$ cat config.mk
export PLATFORM = sky130hd
export DESIGN_NAME = burst_refresh_sched
export DESIGN_NICKNAME = d
export VERILOG_FILES = /design/src/rtl/rfs_pkg.sv /design/src/rtl/rfs_interval_timer.sv /design/src/rtl/rfs_burst_seq.sv /design/src/rtl/rfs_retrain_link.sv /design/src/rtl/burst_refresh_sched.sv
export SDC_FILE = /design/constraint.sdc
export NUM_CORES = 1
export LEC_CHECK = 0
export BUFFER_PORTS_ARGS = -buffer_cell sky130_fd_sc_hd__buf_2
export CAP_MARGIN = 5
export CORE_MARGIN = 2
export CORE_UTILIZATION = 50
export DETAILED_ROUTE_END_ITERATION = 8
export PLACE_DENSITY = 0.68
export SLEW_MARGIN = 20
export SYNTH_ARGS = -nofsm -noshare
export SYNTH_HDL_FRONTEND = slang
export SYNTH_SLANG_ARGS = --single-unit
$ cat constraint.sdc
create_clock -name clk -period 2.5 [get_ports clk]
set_clock_uncertainty 0.15 [all_clocks]
set_input_delay 0.125 -clock clk [delete_from_list [all_inputs] [get_ports clk]]
set_output_delay 0.125 -clock clk [all_outputs]
set_load 0.01 [all_outputs]
$ cat src/rtl/rfs_pkg.sv
package rfs_pkg;
  typedef enum logic [1:0] {
    ST_IDLE  = 2'd0,
    ST_WAIT  = 2'd1,
    ST_BURST = 2'd2,
    ST_TRAIN = 2'd3
  } rfs_state_e;
endpackage

$ cat src/rtl/rfs_interval_timer.sv
module rfs_interval_timer #(
  parameter int LIMIT = 64
) (
  input  logic clk,
  input  logic rst_n,
  input  logic run,
  input  logic clr,
  output logic expired
);
  localparam int W = $clog2(LIMIT + 1);
  localparam logic [W-1:0] LAST = W'(LIMIT - 1);

  logic [W-1:0] cnt_q;

  assign expired = (cnt_q == LAST);

  always_ff @(posedge clk or negedge rst_n) begin
    if (!rst_n) begin
      cnt_q <= '0;
    end else if (clr) begin
      cnt_q <= '0;
    end else if (run && !expired) begin
      cnt_q <= cnt_q + W'(1);
    end
  end
endmodule

$ cat src/rtl/rfs_burst_seq.sv
module rfs_burst_seq #(
  parameter int BURST_CNT = 8,
  parameter int TRFC      = 8
) (
  input  logic clk,
  input  logic rst_n,
  input  logic start,
  output logic cmd_o,
  output logic active_o,
  output logic last_done_o
);
  localparam int GAP_W = $clog2(TRFC + 1);
  localparam int REM_W = $clog2(BURST_CNT + 1);
  localparam logic [GAP_W-1:0] GAP_RELOAD = GAP_W'(TRFC - 1);
  localparam logic [REM_W-1:0] REM_RELOAD = REM_W'(BURST_CNT - 1);

  logic [GAP_W-1:0] gap_q;
  logic [REM_W-1:0] rem_q;

  assign last_done_o = active_o && (gap_q == '0) && (rem_q == '0);

  always_ff @(posedge clk or negedge rst_n) begin
    if (!rst_n) begin
      active_o <= 1'b0;
      cmd_o    <= 1'b0;
      gap_q    <= '0;
      rem_q    <= '0;
    end else begin
      cmd_o <= 1'b0;
      if (start) begin
        active_o <= 1'b1;
        cmd_o    <= 1'b1;
        gap_q    <= GAP_RELOAD;
        rem_q    <= REM_RELOAD;
      end else if (active_o) begin
        if (gap_q != '0) begin
          gap_q <= gap_q - GAP_W'(1);
        end else if (rem_q != '0) begin
          cmd_o <= 1'b1;
          gap_q <= GAP_RELOAD;
          rem_q <= rem_q - REM_W'(1);
        end else begin
          active_o <= 1'b0;
        end
      end
    end
  end

  // Checker-side counter: cycles since the last command, saturating.
  logic [GAP_W-1:0] since_q;
  always_ff @(posedge clk or negedge rst_n) begin
    if (!rst_n)                     since_q <= GAP_W'(TRFC);
    else if (cmd_o)                 since_q <= '0;
    else if (since_q != GAP_W'(TRFC)) since_q <= since_q + GAP_W'(1);
  end

  AST_CMD_SPACING: assert property (@(posedge clk) disable iff (!rst_n)
    cmd_o |-> (since_q >= GAP_W'(TRFC - 1)));
  AST_CMD_INSIDE_BURST: assert property (@(posedge clk) disable iff (!rst_n)
    cmd_o |-> active_o);
endmodule

$ cat src/rtl/rfs_retrain_link.sv
module rfs_retrain_link #(
  parameter int ENABLE = 1
) (
  input  logic clk,
  input  logic rst_n,
  input  logic kick_i,
  input  logic done_i,
  output logic req_o,
  output logic fin_o
);
  localparam bit USE = (ENABLE != 0);

  assign fin_o = req_o && done_i;

  always_ff @(posedge clk or negedge rst_n) begin
    if (!rst_n)             req_o <= 1'b0;
    else if (kick_i && USE) req_o <= 1'b1;
    else if (fin_o)         req_o <= 1'b0;
  end

  AST_TRAIN_HOLD: assert property (@(posedge clk) disable iff (!rst_n)
    (req_o && !done_i) |=> req_o);
endmodule

$ cat src/rtl/burst_refresh_sched.sv
module burst_refresh_sched #(
  parameter int BASE_INTERVAL = 64,
  parameter int BURST_CNT     = 8,
  parameter int TRFC          = 8,
  parameter int RETRAIN_EN    = 1
) (
  input  logic clk,
  input  logic rst_n,
  input  logic ref_en,
  output logic arb_req,
  input  logic arb_gnt,
  output logic ref_cmd,
  output logic busy,
  output logic retrain_req,
  input  logic retrain_done
);
  import rfs_pkg::*;

  localparam int  LIMIT     = BASE_INTERVAL * BURST_CNT;
  localparam bit  TRAIN_ON  = (RETRAIN_EN != 0);

  rfs_state_e state_q, state_d;
  logic       expired, grant_take, seq_active, seq_done, train_fin;

  assign arb_req    = (state_q == ST_WAIT);
  assign grant_take = arb_req && arb_gnt;
  assign busy       = seq_active || retrain_req;

  rfs_interval_timer #(.LIMIT(LIMIT)) timer_i (
    .clk     (clk),
    .rst_n   (rst_n),
    .run     (ref_en && (state_q != ST_WAIT)),
    .clr     (grant_take),
    .expired (expired)
  );

  rfs_burst_seq #(.BURST_CNT(BURST_CNT), .TRFC(TRFC)) seq_i (
    .clk         (clk),
    .rst_n       (rst_n),
    .start       (grant_take),
    .cmd_o       (ref_cmd),
    .active_o    (seq_active),
    .last_done_o (seq_done)
  );

  rfs_retrain_link #(.ENABLE(RETRAIN_EN)) train_i (
    .clk    (clk),
    .rst_n  (rst_n),
    .kick_i (seq_done),
    .done_i (retrain_done),
    .req_o  (retrain_req),
    .fin_o  (train_fin)
  );

  always_comb begin
    state_d = state_q;
    unique case (state_q)
      ST_IDLE:  if (ref_en && expired) state_d = ST_WAIT;
      ST_WAIT:  if (arb_gnt)           state_d = ST_BURST;
      ST_BURST: if (seq_done)          state_d = TRAIN_ON ? ST_TRAIN : ST_IDLE;
      ST_TRAIN: if (train_fin)         state_d = ST_IDLE;
      default:                         state_d = ST_IDLE;
    endcase
  end

  always_ff @(posedge clk or negedge rst_n) begin
    if (!rst_n) state_q <= ST_IDLE;
    else        state_q <= state_d;
  end

  AST_REQ_HELD: assert property (@(posedge clk) disable iff (!rst_n)
    (arb_req && !arb_gnt) |=> arb_req);
  AST_NO_REQ_WHEN_BUSY: assert property (@(posedge clk) disable iff (!rst_n)
    busy |-> !arb_req);
  AST_CMD_ONLY_BUSY: assert property (@(posedge clk) disable iff (!rst_n)
    ref_cmd |-> busy);
  AST_DISABLED_QUIET: assert property (@(posedge clk) disable iff (!rst_n)
    (!arb_req && !ref_en) |=> !arb_req);
  AST_TRAIN_AFTER_BURST: assert property (@(posedge clk) disable iff (!rst_n)
    $rose(retrain_req) |-> $past(state_q == ST_BURST));
  AST_BURST_END_VARIANT: assert property (@(posedge clk) disable iff (!rst_n)
    seq_done |=> (retrain_req == TRAIN_ON));
endmodule

==> run summary <==
Status
• **outcome** finished clean

Synth
• **synth cell count leaders** dfrtp_1, nand2_1, a21oi_1
• **synth unique cells** 44
• **number of warnings reported in the yosys synthesis log** 0
• **cell with the most instances after synthesis** dfrtp_1
• **mapped cell area** 1290 µm²
• **adder-cell share of the synthesized area** 8.70%
• **cell types occupying the most area after synthesis** dfrtp_1, ha_1, nand2_1
• **total nets after synthesis** 148
• **Yosys top cell by area** dfrtp_1
• **multiplexer share of the synthesized area** 0.870%
• **dominant combinational cell family by area after synthesis** simple AND/OR/NAND/NOR gates
• **Synth Area in Simple Gates** 24.6%
• **area fraction in compound gates after synthesis** 15.0%
• **gate count after technology mapping** 134
• **sequential fraction of the synthesis area** 44.5%
• **number of register bits inferred by synthesis** 23
• **mean cell area of the mapped netlist** 9.65 µm²
• **fraction of registers with async set or reset after synthesis** 100%
• **top_reg_cell synth** dfrtp_1
• **count of flip-flops with a built-in enable after synthesis** 0
• **xor and xnor fraction of the mapped netlist area** 3.38%
• **share of Yosys cell area claimed by the top area cell type** 44.5%

Drt
• **count of routing violations after the opening detailed-route iteration** 18
• **via count** 1016
• **TritonRoute pass-1 iters** 4
• **number of nets with antenna violations after detailed routing** 0
• **final routed wire length divided by cell count** 14.1 µm
• **drt total wl** 2500 µm
• **detailed-route vias per instance** 5.74
• **DRC Markers** 0

STA
• **final clock period utilization by the worst path** 84.4%
• **unrepaired setup endpoints after global routing** no
• **final hold violation count** 0
• **Tmin final** 2.11 ns
• **f_max** 474 MHz
• **slew at the pin closest to its max-slew limit** 0.505 ns
• **final total negative setup slack** 0 ns
• **max_slew headroom** 66.0%
• **final setup violation count** 0
• **Max Transition Viols Final** 0

Power
• **worst IR drop on VDD** 0.000547 V
• **Power Dens Cells** 871 nW/µm²
• **post-layout total power** 1.24 mW
• **cell leakage power** 0.655 nW

Cells and area
• **final cell area excluding filler cells** 1420 µm²
• **fraction of final layout cells with drive strength greater than 1** 12.2%
• **final net count** 162
• **area growth from synthesis to layout** 9.67%
• **Post-Layout Cell Count** 177
• **number of diodes added for antenna fixing** 0
• **filler cell count** 223

Setup path
• **launching element type of the critical path** flop
• **terminus of the critical flop-to-flop path** timer_i.cnt_q[7]
• **critical register-to-register path startpoint** state_q[1]
• **worst setup path category** reg2reg
• **worst path arrival time** 2.21 ns
• **internal reg-to-reg setup slack** 0.39 ns
• **maximum net fanout on the critical path** 9
• **Reg2Reg Depth** 6
• **CP Data Required Time** 2.60 ns
• **endpoint type of the worst setup path** flop

Clock tree
• **root cell of the clock tree** clkbuf_4
• **H-tree levels** 1
• **Max Buffers Root-to-Sink** 2
• **CTS buffer count** 3
• **quantity of hold-fixing buffers added after cts** 3
• **CTS clk-pin slew, worst paths** 0.13 ns
• **insertion delay of the later-clocked pin in the worst-skew pair** 0.31 ns
• **number of clock sinks seen by CTS** 23
• **CTS tree** built
• **CTS resizes** 0
• **buffers inserted by post-CTS timing repair** 0

GRT
• **met1 GRT Util** 24.3%
• **met3 Usage GRT** 2.46%
• **largest net degree at the start of global routing** 24
• **global-route wire length before repair** 4180 µm
• **antenna violations before repair** 0
• **final global-route overflow total** 0
• **number of global-route vias before repair** 988
• **All-Layer GR Usage** 19.6%
• **global-route track usage on met2** 34.9%
• **most used routing layer in global routing** met2

Floorplan
• **IO Pins** 9
• **initial cell density of the core** 52.7%
• **overall die area** 3010 µm²
• **num rows** 18
• **Std-Cell Core Area** 2450 µm²
• **height of the chip** 54.9 µm
• **die width** 54.9 µm

Placement
• **number of placed instances, taps included** 170
• **gpl congestion** 0.765
• **total of buffers placed on input and output ports** 8
• **estimated wirelength of the detail-placed design** 1770 µm
• **instance area after placement** 1360 µm²

Flow run
• **max-cap violation count** 0

Hold path
• **Worst Hold Class** in2async

-- power by group --
part | internal, mW | leakage (nW) | switching, mW
combinational | 0.229 | 0.355 | 0.265
sequential | 0.475 | 0.284 | 0.0885
clock | 0.0622 | 0.0150 | 0.116
total | 0.766 | 0.655 | 0.469
-- critical path: stages (launching register included) --
cell and delay, ns:
dfrtp_1 0.42, inv_1 0.09, ha_1 0.27, and4b_2 0.36, nand3_2 0.12, or4_1 0.49, a21oi_1 0.15
-- state kept, by name, indices dropped and copies added, names as in the netlist --
register	cells
seq_i.active_o	1
seq_i.cmd_o	1
seq_i.gap_q	4
seq_i.rem_q	4
state_q	2
timer_i.cnt_q	10
train_i.req_o	1
-- cell type report --
type,count,area (µm²),share of cell area [%]
multi-input combinational,101,679,47.9
sequential,23,576,40.6
timing repair buffer,11,70.1,4.94
tap,30,37.5,2.65
inverter,8,30.0,2.12
clock buffer,4,26.3,1.85
-- worst max path at each step --
stage                           from                to  slack, ns
after floorplan           state_q[1]  timer_i.cnt_q[7]       0.54
after global routing      state_q[1]        state_q[1]       0.26
final                     state_q[1]  timer_i.cnt_q[7]       0.39
after CTS                 state_q[1]  timer_i.cnt_q[7]       0.39
after global placement    state_q[1]  timer_i.cnt_q[7]       0.51
after detailed placement  state_q[1]  timer_i.cnt_q[7]       0.42
-- through the flow --
step	util (%)	setup slack [ns]	hold WS [ns]
after global placement	55.5	0.512	-0.0261
after floorplan	-	0.539	-0.321
final	57.8	0.390	0.149
after detailed placement	55.5	0.423	-0.0184
after CTS	57.8	0.394	0.171
after global routing	57.8	0.257	0.211
-- logic make-up (layout without fill, tap and decap cells) --
| kind of cell | count (synthesis) | in the layout |
|---|---|---|
| buffers and inverters | 10 | 23 |
| adders and majority gates | 9 | 9 |
| AOI/OAI and AO/OA | 29 | 29 |
| and+or+nand+nor | 57 | 57 |
| DFF | 23 | 23 |
| muxes | 1 | 1 |
| xor gates and xnor gates | 5 | 5 |
-- cell usage in the layout (no fill, tap or decap), drive strengths merged, types with 2 or more instances in the layout --
cell type    count
or3              2
ha               9
inv              8
o211ai           4
nand4            3
nand2           17
xor2             3
or3b             2
and2             2
dlygate4sd3      3
xnor2            2
a21oi           10
a31oi            3
dfrtp           23
nand3            5
clkbuf           4
buf              8
o21ai            3
nor2b            2
nor2             7
or2              3
nor3             5
o31ai            2
-- metal layers --
metal / share of wire [%] / vias to the layer above
met5: 0 / -
met4: 0.48 / 0
met3: 2.4 / 2
met2: 52 / 16
met1: 45 / 491
li1: - / 507
Power figures use the tool's default switching activity.
